<file path="src/rtl/nand_addr_pkg.sv">
`timescale 1ns/1ps
// Shared definitions for the NAND address cycle sequencer.
package nand_addr_pkg;
    localparam int BYTE_W = 8;

    typedef logic [BYTE_W-1:0] addr_byte_t;

    typedef enum logic {
        ST_IDLE = 1'b0,
        ST_RUN  = 1'b1
    } seq_state_e;
endpackage

</file>
<file path="src/rtl/nand_addr_plan.sv">
`timescale 1ns/1ps
// Works out how many column and row bytes a request needs.
// Assumes: ROW_BYTES >= 2; the third row byte is the only capacity-dependent one.
module nand_addr_plan #(
    parameter int CAP_W          = 3,
    parameter int ROW_BYTES      = 3,
    parameter int CNT_W          = 3,
    parameter int SMALL_WIDE_MIN = 2,
    parameter int LARGE_WIDE_MIN = 4
) (
    input  logic             col_vld_i,
    input  logic             page_vld_i,
    input  logic             large_i,
    input  logic [CAP_W-1:0] cap_i,
    output logic [CNT_W-1:0] n_col_o,
    output logic [CNT_W-1:0] total_o
);
    logic [CAP_W-1:0] wide_thr;
    logic             wide;
    logic [CNT_W-1:0] n_row;

    // Capacity threshold for an extra row byte depends on page size.
    always_comb begin
        wide_thr = large_i ? CAP_W'(LARGE_WIDE_MIN) : CAP_W'(SMALL_WIDE_MIN);
        wide     = (cap_i >= wide_thr);
    end

    // Column count: two bytes on large pages, one on small pages.
    always_comb begin
        n_col_o = '0;
        if (col_vld_i) n_col_o = large_i ? CNT_W'(2) : CNT_W'(1);
    end

    // Row count: full width on dense parts, one less otherwise.
    always_comb begin
        n_row = '0;
        if (page_vld_i) n_row = wide ? CNT_W'(ROW_BYTES) : CNT_W'(ROW_BYTES - 1);
        total_o = n_col_o + n_row;
    end
endmodule

</file>
<file path="src/rtl/nand_addr_mux.sv">
`timescale 1ns/1ps
// Selects the address byte for the current sequence index.
// Assumes: indices below n_col_i are column bytes (always zero), the rest
// walk the row address from the least significant byte upward.
module nand_addr_mux
    import nand_addr_pkg::*;
#(
    parameter int ROW_W = 24,
    parameter int CNT_W = 3
) (
    input  logic [CNT_W-1:0] idx_i,
    input  logic [CNT_W-1:0] n_col_i,
    input  logic [CNT_W-1:0] total_i,
    input  logic [ROW_W-1:0] row_i,
    output addr_byte_t       byte_o,
    output logic             last_o
);
    localparam int ROW_BYTES = ROW_W / BYTE_W;

    addr_byte_t       row_b [ROW_BYTES];
    logic [CNT_W-1:0] ridx;

    // Slice the row address into bytes.
    for (genvar g = 0; g < ROW_BYTES; g++) begin : g_row_slice
        assign row_b[g] = row_i[g*BYTE_W +: BYTE_W];
    end

    // Pick zero for column slots, else the row byte for this position.
    always_comb begin
        byte_o = '0;
        ridx   = idx_i - n_col_i;
        if (idx_i >= n_col_i) begin
            for (int g = 0; g < ROW_BYTES; g++) begin
                if (ridx == CNT_W'(g)) byte_o = row_b[g];
            end
        end
    end

    // Final slot of the sequence.
    assign last_o = (idx_i == total_i - CNT_W'(1));
endmodule

</file>
<file path="src/rtl/nand_addr_ctrl.sv">
`timescale 1ns/1ps
// Sequencing FSM: accepts a start while idle, steps the byte index on each
// issuer handshake and raises a one-cycle done pulse at the end.
// Assumes: total/last inputs are stable while running (driven from captured state).
module nand_addr_ctrl
    import nand_addr_pkg::*;
#(
    parameter int CNT_W = 3
) (
    input  logic             clk,
    input  logic             rst_n,
    input  logic             start_i,
    input  logic             empty_i,
    input  logic             last_i,
    input  logic             addr_done_i,
    output logic             run_o,
    output logic             load_o,
    output logic [CNT_W-1:0] idx_o,
    output logic             done_o
);
    seq_state_e       state_q;
    logic [CNT_W-1:0] idx_q;
    logic             done_q;

    assign run_o  = (state_q == ST_RUN);
    assign load_o = (state_q == ST_IDLE) && start_i;
    assign idx_o  = idx_q;
    assign done_o = done_q;

    // State, index and done pulse update.
    always_ff @(posedge clk) begin
        if (!rst_n) begin
            state_q <= ST_IDLE;
            idx_q   <= '0;
            done_q  <= 1'b0;
        end else begin
            done_q <= 1'b0;
            unique case (state_q)
                ST_IDLE: begin
                    if (start_i) begin
                        idx_q <= '0;
                        if (empty_i) done_q  <= 1'b1;
                        else         state_q <= ST_RUN;
                    end
                end
                ST_RUN: begin
                    if (addr_done_i) begin
                        if (last_i) begin
                            state_q <= ST_IDLE;
                            idx_q   <= '0;
                            done_q  <= 1'b1;
                        end else begin
                            idx_q <= idx_q + CNT_W'(1);
                        end
                    end
                end
                default: state_q <= ST_IDLE;
            endcase
        end
    end

    // a byte without handshake stays in place.
    a_r7_hold_until_done: assert property (@(posedge clk) disable iff (!rst_n)
        (run_o && !addr_done_i) |=> (run_o && $stable(idx_q)));

    // done is a single-cycle pulse.
    a_r8_done_single: assert property (@(posedge clk) disable iff (!rst_n)
        done_q |=> !done_q);

    // an empty request completes at once with no cycles.
    a_r6_empty_done: assert property (@(posedge clk) disable iff (!rst_n)
        (!run_o && start_i && empty_i) |=> (done_q && !run_o));

    // a start during a running sequence does not restart it.
    a_r9_start_ignored: assert property (@(posedge clk) disable iff (!rst_n)
        (run_o && start_i && !addr_done_i) |=> (run_o && $stable(idx_q)));
endmodule

</file>
<file path="src/rtl/nand_addr_seq.sv">
`timescale 1ns/1ps
// NAND address cycle sequencer top. Captures a request on start and emits
// its column and row address bytes over a valid/done handshake.
// Assumes: the issuer only asserts addr_done_i in response to addr_vld_o.
module nand_addr_seq
    import nand_addr_pkg::*;
#(
    parameter int ROW_W          = 24,
    parameter int CAP_W          = 3,
    parameter int SMALL_WIDE_MIN = 2,
    parameter int LARGE_WIDE_MIN = 4
) (
    input  logic             clk,
    input  logic             rst_n,
    input  logic             start_i,
    input  logic             col_vld_i,
    input  logic             page_vld_i,
    input  logic             large_page_i,
    input  logic [CAP_W-1:0] cap_sel_i,
    input  logic [ROW_W-1:0] page_addr_i,
    input  logic             addr_done_i,
    output logic             addr_vld_o,
    output logic [7:0]       addr_byte_o,
    output logic             addr_last_o,
    output logic             busy_o,
    output logic             done_o
);
    localparam int ROW_BYTES = ROW_W / BYTE_W;
    localparam int MAX_BYTES = 2 + ROW_BYTES;
    localparam int CNT_W     = $clog2(MAX_BYTES + 1);

    logic             col_q, page_q, large_q;
    logic [CAP_W-1:0] cap_q;
    logic [ROW_W-1:0] row_q;
    logic             load, run, last;
    logic [CNT_W-1:0] idx, n_col, total;
    addr_byte_t       byte_sel;

    // Capture the request when the sequencer accepts a start.
    always_ff @(posedge clk) begin
        if (!rst_n) begin
            col_q   <= 1'b0;
            page_q  <= 1'b0;
            large_q <= 1'b0;
            cap_q   <= '0;
            row_q   <= '0;
        end else if (load) begin
            col_q   <= col_vld_i;
            page_q  <= page_vld_i;
            large_q <= large_page_i;
            cap_q   <= cap_sel_i;
            row_q   <= page_addr_i;
        end
    end

    nand_addr_plan #(
        .CAP_W(CAP_W), .ROW_BYTES(ROW_BYTES), .CNT_W(CNT_W),
        .SMALL_WIDE_MIN(SMALL_WIDE_MIN), .LARGE_WIDE_MIN(LARGE_WIDE_MIN)
    ) u_plan (
        .col_vld_i (col_q),
        .page_vld_i(page_q),
        .large_i   (large_q),
        .cap_i     (cap_q),
        .n_col_o   (n_col),
        .total_o   (total)
    );

    nand_addr_mux #(.ROW_W(ROW_W), .CNT_W(CNT_W)) u_mux (
        .idx_i  (idx),
        .n_col_i(n_col),
        .total_i(total),
        .row_i  (row_q),
        .byte_o (byte_sel),
        .last_o (last)
    );

    nand_addr_ctrl #(.CNT_W(CNT_W)) u_ctrl (
        .clk        (clk),
        .rst_n      (rst_n),
        .start_i    (start_i),
        .empty_i    (!col_vld_i && !page_vld_i),
        .last_i     (last),
        .addr_done_i(addr_done_i),
        .run_o      (run),
        .load_o     (load),
        .idx_o      (idx),
        .done_o     (done_o)
    );

    assign addr_vld_o  = run;
    assign addr_byte_o = byte_sel;
    assign addr_last_o = run && last;
    assign busy_o      = run;

    // accepting the last byte ends the sequence with a done pulse.
    a_r5_last_then_done: assert property (@(posedge clk) disable iff (!rst_n)
        (addr_vld_o && addr_last_o && addr_done_i) |=> (done_o && !addr_vld_o));

    // the first byte of a column-bearing request is zero.
    a_r1_col_zero: assert property (@(posedge clk) disable iff (!rst_n)
        (addr_vld_o && col_q && idx == '0) |-> (addr_byte_o == 8'h00));

    // byte and last flag are held while the issuer has not answered.
    a_r7_byte_stable: assert property (@(posedge clk) disable iff (!rst_n)
        (addr_vld_o && !addr_done_i) |=> ($stable(addr_byte_o) && $stable(addr_last_o)));
endmodule

</file>
<file path="config.mk">
export PLATFORM = sky130hd
export DESIGN_NAME = nand_addr_seq
export DESIGN_NICKNAME = d
export VERILOG_FILES = /design/src/rtl/nand_addr_pkg.sv /design/src/rtl/nand_addr_plan.sv /design/src/rtl/nand_addr_mux.sv /design/src/rtl/nand_addr_ctrl.sv /design/src/rtl/nand_addr_seq.sv
export SDC_FILE = /design/constraint.sdc
export NUM_CORES = 1
export LEC_CHECK = 0
export ABC_AREA = 1
export CAP_MARGIN = 20
export CORE_MARGIN = 2
export CORE_UTILIZATION = 25
export DETAILED_ROUTE_END_ITERATION = 12
export GPL_TIMING_DRIVEN = 1
export PLACE_DENSITY = 0.5
export SETUP_SLACK_MARGIN = 0.2
export SYNTH_ARGS = -nofsm -noshare
export SYNTH_HDL_FRONTEND = slang
export SYNTH_SLANG_ARGS = --single-unit
</file>
<file path="constraint.sdc">
create_clock -name clk -period 2.66 [get_ports clk]
set_input_delay 0.532 -clock clk [delete_from_list [all_inputs] [get_ports clk]]
set_output_delay 0.532 -clock clk [all_outputs]
set_load 0.1 [all_outputs]
</file>
Word-level counts from Yosys, hierarchy flattened

Index checks and enable logic that the tools add are counted.

Bits in registers: 35
Input bits: 34
Output and inout port bits: 12
Word-level logic and storage cells: 50

$add $sub $neg: 4
$lt $le $gt $ge: 2
Eq/ne operators: 5
Mux-type cells: 23
Bitwise gates (word level): 1
Reductions and logical operators: 7

Operator list:

| kind                                                                | count |
|---|---|
| 8-bit two-way mux                                                   | 4 |
| 3-bit two-way mux                                                   | 6 |
| 1-bit two-way mux                                                   | 9 |
| 3-bit greater-or-equal comparator                                   | 2 |
| 3-bit case mux with 2 select lines                                  | 1 |
| 2-bit inequality test (second input constant)                       | 2 |
| 1-bit case mux with 2 select lines                                  | 2 |
| 3-bit by 1-bit adder with 3-bit output (second input constant)      | 1 |
| 3-bit adder                                                         | 1 |
| 3-bit by 1-bit == test with 1-bit output (second input constant)    | 1 |
| 3-bit by 2-bit == test with 1-bit output (second input constant)    | 1 |
| 3-bit == test                                                       | 1 |
| 1-bit logical AND                                                   | 3 |
| 3-bit logical NOT                                                   | 1 |
| 3-bit by 1-bit subtractor with 3-bit output (second input constant) | 1 |
| 3-bit subtractor                                                    | 1 |
| 1-bit logical NOT                                                   | 2 |
| 2-bit two-way mux                                                   | 1 |
| 2-bit AND reduction                                                 | 1 |
| 1-bit inverter                                                      | 1 |

Longest topological paths before layout

Depth after elaboration: 10
Gate-level depth with buffers: 16
Depth with buffers taken out: 16

By module

A second synthesis with hierarchy kept.

Cells, all modules: 356
Area, all modules: 2296.0 um2

Modules (own cells, without submodules):

| module         | instances | cells each | area each (um2) | seq. area each (um2) |
|---|---|---|---|---|
| nand_addr_seq  | 1         | 194        | 1323.8          | 600.6 |
| nand_addr_mux  | 1         | 110        | 613.1           | 0.0 |
| nand_addr_ctrl | 1         | 33         | 237.7           | 100.1 |
| nand_addr_plan | 1         | 19         | 121.4           | 0.0 |

Least setup slack after synthesis

Ideal clock, no wire load.

Path type: flip-flop to output port
Start point: reg large_q
End point: out addr_byte_o[6]
Arrival: 3.121 ns
Required time: 2.128 ns
Slack: -0.993 ns
Stages on the path, launching flop included: 11
Path buffers: 1
Cells stage by stage: dfxtp_1 inv_1 nand2_1 inv_1 ha_1 fa_1 buf_4 inv_1 nor2_2 nand3_1 a21oi_1

Cells in the longest elaborated chain, start to end: 8
Elaborated cells on any way between the ends: 11
Those cells by class: add/sub: 1; order compare: 1; eq/ne: 2; mux: 6; reduce/logical: 1

RTL lines:

| item                           | RTL line             | RTL |
|---|---|---|
| start, declared                | nand_addr_seq.sv:32  | `logic col_q, page_q, large_q;` |
| start signal, assigned         | nand_addr_seq.sv:50  | `large_q <= large_page_i;` |
| 2-bit two-way mux *            | nand_addr_plan.sv:31 | `if (col_vld_i) n_col_o = large_i ? CNT_W'(2) : CNT_W'(1);` |
| 3-bit two-way mux *            | nand_addr_plan.sv:31 |  |
| 3-bit subtractor               | nand_addr_mux.sv:31  | `ridx = idx_i - n_col_i;` |
| 3-bit logical NOT              | nand_addr_mux.sv:34  | `if (ridx == CNT_W'(g)) byte_o = row_b[g];` |
| 8-bit two-way mux (3 in a row) | nand_addr_mux.sv:34  |  |
| 8-bit two-way mux *            | nand_addr_mux.sv:32  | `if (idx_i >= n_col_i) begin` |
| end, declared                  | nand_addr_seq.sv:23  | `output logic [7:0] addr_byte_o,` |

Mark *: on every way between the ends. The rest lies on a longest branch, timed or not.

Worst setup path in the final report

Start point: reg large_q
End point: out addr_byte_o[5]

The elaborated chain is that of the path after synthesis.

==> impl_metrics.toml <==
[status]
outcome = "complete, but fails checks"
violations = "negative setup slack"

[sta]
setup_viol = 9
timing.final.crit_period_ns = 2.88
finalClockSkew_ns = 0.00308
hold_viol_final = 0
fmax_mhz = 348
final.setup.worst_slack_ns = -0.216
final_max_slew_viol_count = 0
relSlewSlack = 0.671
fin_hold_ws_ns = 0.458
worst-slew-pin-transition_ns = 0.492
rsz0062_at_grt = "true"
finalCritPeriodShare = 1.08

[die]
die_area_sq_um = 7990
initial_core_util = 0.255
core_sq_um = 7140
rows = 31
fp.dieH_um = 89.4
ios = 46
die_w_um = 89.4

[clock_network]
clock_path_buffers = 2
cts_buffers = 5
clock-sinks = 35
root_buffer = "clkbuf_8"
clk_latency_ns = 0.29
h-tree-depth = 2
clk_pin_slew_ns = 0.07
cts_tree = "done"
cts_hold_buf = 0

[grt]
grt_overflow = 0
grt_usage = 0.128
first_global_vias = 1710
antenna_found_initial = 0
grt_pass1_wl_um = 7800
grt_max_degree = 35

[routing]
drtPass1Iterations = 4
vias = 1742
viasPerCell = 4.25
drcViolationCount = 0
wl_per_cell_um = 11.7
postRouteAntennaNets = 0
drt_iter0_drc = 29
routed_wl_um = 4800

[worst_setup_path]
critPathArrivalTime_ns = 2.34
crit_chain = "inv_4 -> nand2_4 -> inv_2 -> ha_4 -> fa_2 -> inv_4 -> nor2_4 -> buf_6 -> nand3_2 -> nand3_2 -> nand2_2 -> clkinvlp_4 -> buf_12"
crit_type = "reg2out"
r2r_start = "large_q"
cp-end-kind = "output pin"
r2r_cells = 15
path_max_fanout = 4
startpoint = "large_q"
startpoint_type = "flop"
cp_slowest_cell = "fa_2"
reg2reg_slack_ns = 0.57
worstReg2RegEnd = "u_ctrl.idx_o[0]"
cp.depth = 13
cp_top_family = "adder cells"
path_buf_inv = 6
required_ns = 2.13
slowest_delay_ns = 0.61

[placed_design]
dpl_cell_area_sq_um = 2550
place_inst = 395
dp_hpwl_um = 3500
gp_congestion = 0.803
portBuffers = 45

[finish]
nNetsFinal = 353
design_area_sq_um = 2850
drive_gt1_frac = 0.273
syn2layout_area_growth_pct = 56.1
diodes = 0
fin_cells = 410

[logic_synthesis]
synth.top_cell.area_share = 0.384
synth_area_sq_um = 1820
synth.area.top_cells = "dfxtp_1 (38%), nor2_1 (12%), o21ai_0 (9.1%)"
ys.warnings.count = 0
synth_fp_nets = 301
ys_seq_area_frac = 0.384
ys_seq_elements = 35
syn_avg_cell_area_sq_um = 7.07
syn_inst = 258
ys_types = 24
synth.largest_area_cell = "dfxtp_1"

[power]
ir_drop_uv = 170
cellLeakagePower_uw = 0.00114
power.total_uw = 1680
p_per_area_nw_per_um2 = 590

[hold_path]
holdPathStages = 2
hold_path.startpoint = "cap_q[0]"
holdPathEnd = "cap_q[0]"
hold_class = "reg2reg"

[job]
cap_violations = 0
-- cells in the mapped netlist, drive strengths merged --
| library cell | instances |
|---|---|
| nor2 | 60 |
| dfxtp | 35 |
| o21ai | 35 |
| nand2 | 31 |
| inv | 28 |
| nand3 | 22 |
| a21oi | 12 |
| buf | 8 |
| ha | 8 |
| clkbuf | 6 |
| nand4 | 6 |
| o211ai | 2 |
| xnor2 | 2 |
| a21boi | 1 |
| fa | 1 |
| o21a | 1 |
-- state kept, by name, summed over array words and instances, names as in the netlist --
| register | flops |
|---|---|
| large_q | 1 |
| col_q | 1 |
| u_ctrl.run_o | 1 |
| cap_q | 3 |
| page_q | 1 |
| u_ctrl.idx_o | 3 |
| u_ctrl.done_o | 1 |
| row_q | 24 |
-- cell families after synthesis --
kind of cell,count (synthesis),share of synthesized area
AND/OR/NAND/NOR,119,0.274
AO/OA/AOI/OAI,51,0.146
buffers and inverters,42,0.110
flip-flops,35,0.384
adder cells (fa/ha/maj),9,0.0659
XOR/XNOR,2,0.0199
-- layer usage --
metal  up-vias  routed length (um)  GRT usage
met5         -                   0          0
met1       768                2340      0.166
met2        27                2200      0.207
li1        938                   -          -
met4         0                 112     0.0529
met3         9                 151     0.0259
-- how the worst max path moves through the flow --
| stage | endpoint | slack (ns) |
|---|---|---|
| 4_1_cts | addr_last_o | -0.20 |
| 3_3_place_gp | addr_last_o | 0.07 |
| 5_1_grt | addr_byte_o[5] | -0.33 |
| 3_5_place_dp | addr_last_o | 0.06 |
| 6_report | addr_byte_o[5] | -0.22 |
| 2_1_floorplan | addr_byte_o[6] | -0.03 |
-- what timing repair did --
item | 4_1_cts | 5_1_grt
gates resized for setup | 30 | 1
endpoints found under the setup margin | 9 | 9
setup buffers | 7 | 0
pin swaps | 13 | 2
-- power breakdown --
| group | leakage [uW] | switching (uW) | internal (uW) |
|---|---|---|---|
| Clock | 0.0000408 | 208 | 187 |
| Combinational | 0.000809 | 412 | 278 |
| Sequential | 0.000290 | 29.0 | 566 |
| Total | 0.00114 | 649 | 1030 |
-- final cells by class --
type / instances / area, sq um
Clock buffer: 5 / 68.8
Clock inverter: 3 / 23.8
Fill cell: 751 / 4290
Inverter: 28 / 133
Multi-Input combinational cell: 181 / 1120
Sequential cell: 35 / 702
Tap cell: 99 / 124
Timing Repair Buffer: 59 / 674
-- cell usage in the layout, fill, tap and decap left out, types with 4 or more instances in the layout --
cell / n
nand4_1: 6
nand2_1: 21
nand3_1: 8
dfxtp_1: 34
clkinvlp_4: 8
o21ai_0: 32
ha_4: 4
inv_1: 15
nand2_2: 9
a21oi_1: 10
buf_4: 12
buf_12: 11
nor2_1: 56
nand3_2: 13
clkbuf_8: 5
inv_2: 5
clkdlybuf4s50_1: 33
-- worst register-to-register path: cells and delay by family, from the launching register on --
kind | cells | cell delay [ns]
AO/OA/AOI/OAI | 3 | 0.31
buffers and inverters | 4 | 0.28
adder cells (fa/ha/maj) | 3 | 0.67
flip-flops | 1 | 0.35
AND/OR/NAND/NOR | 5 | 0.36
-- per-stage QoR --
step	utilization	setup TNS, ns	setup WS (ns)
after floorplan	-	-0.0665	-0.0255
after global placement	0.358	0	0.0707
after detailed placement	0.358	0	0.0627
after CTS	0.398	-1.65	-0.201
after global routing	0.399	-2.70	-0.332
final	0.399	-1.65	-0.216
Note: power is estimated with default switching activity, not from simulation.
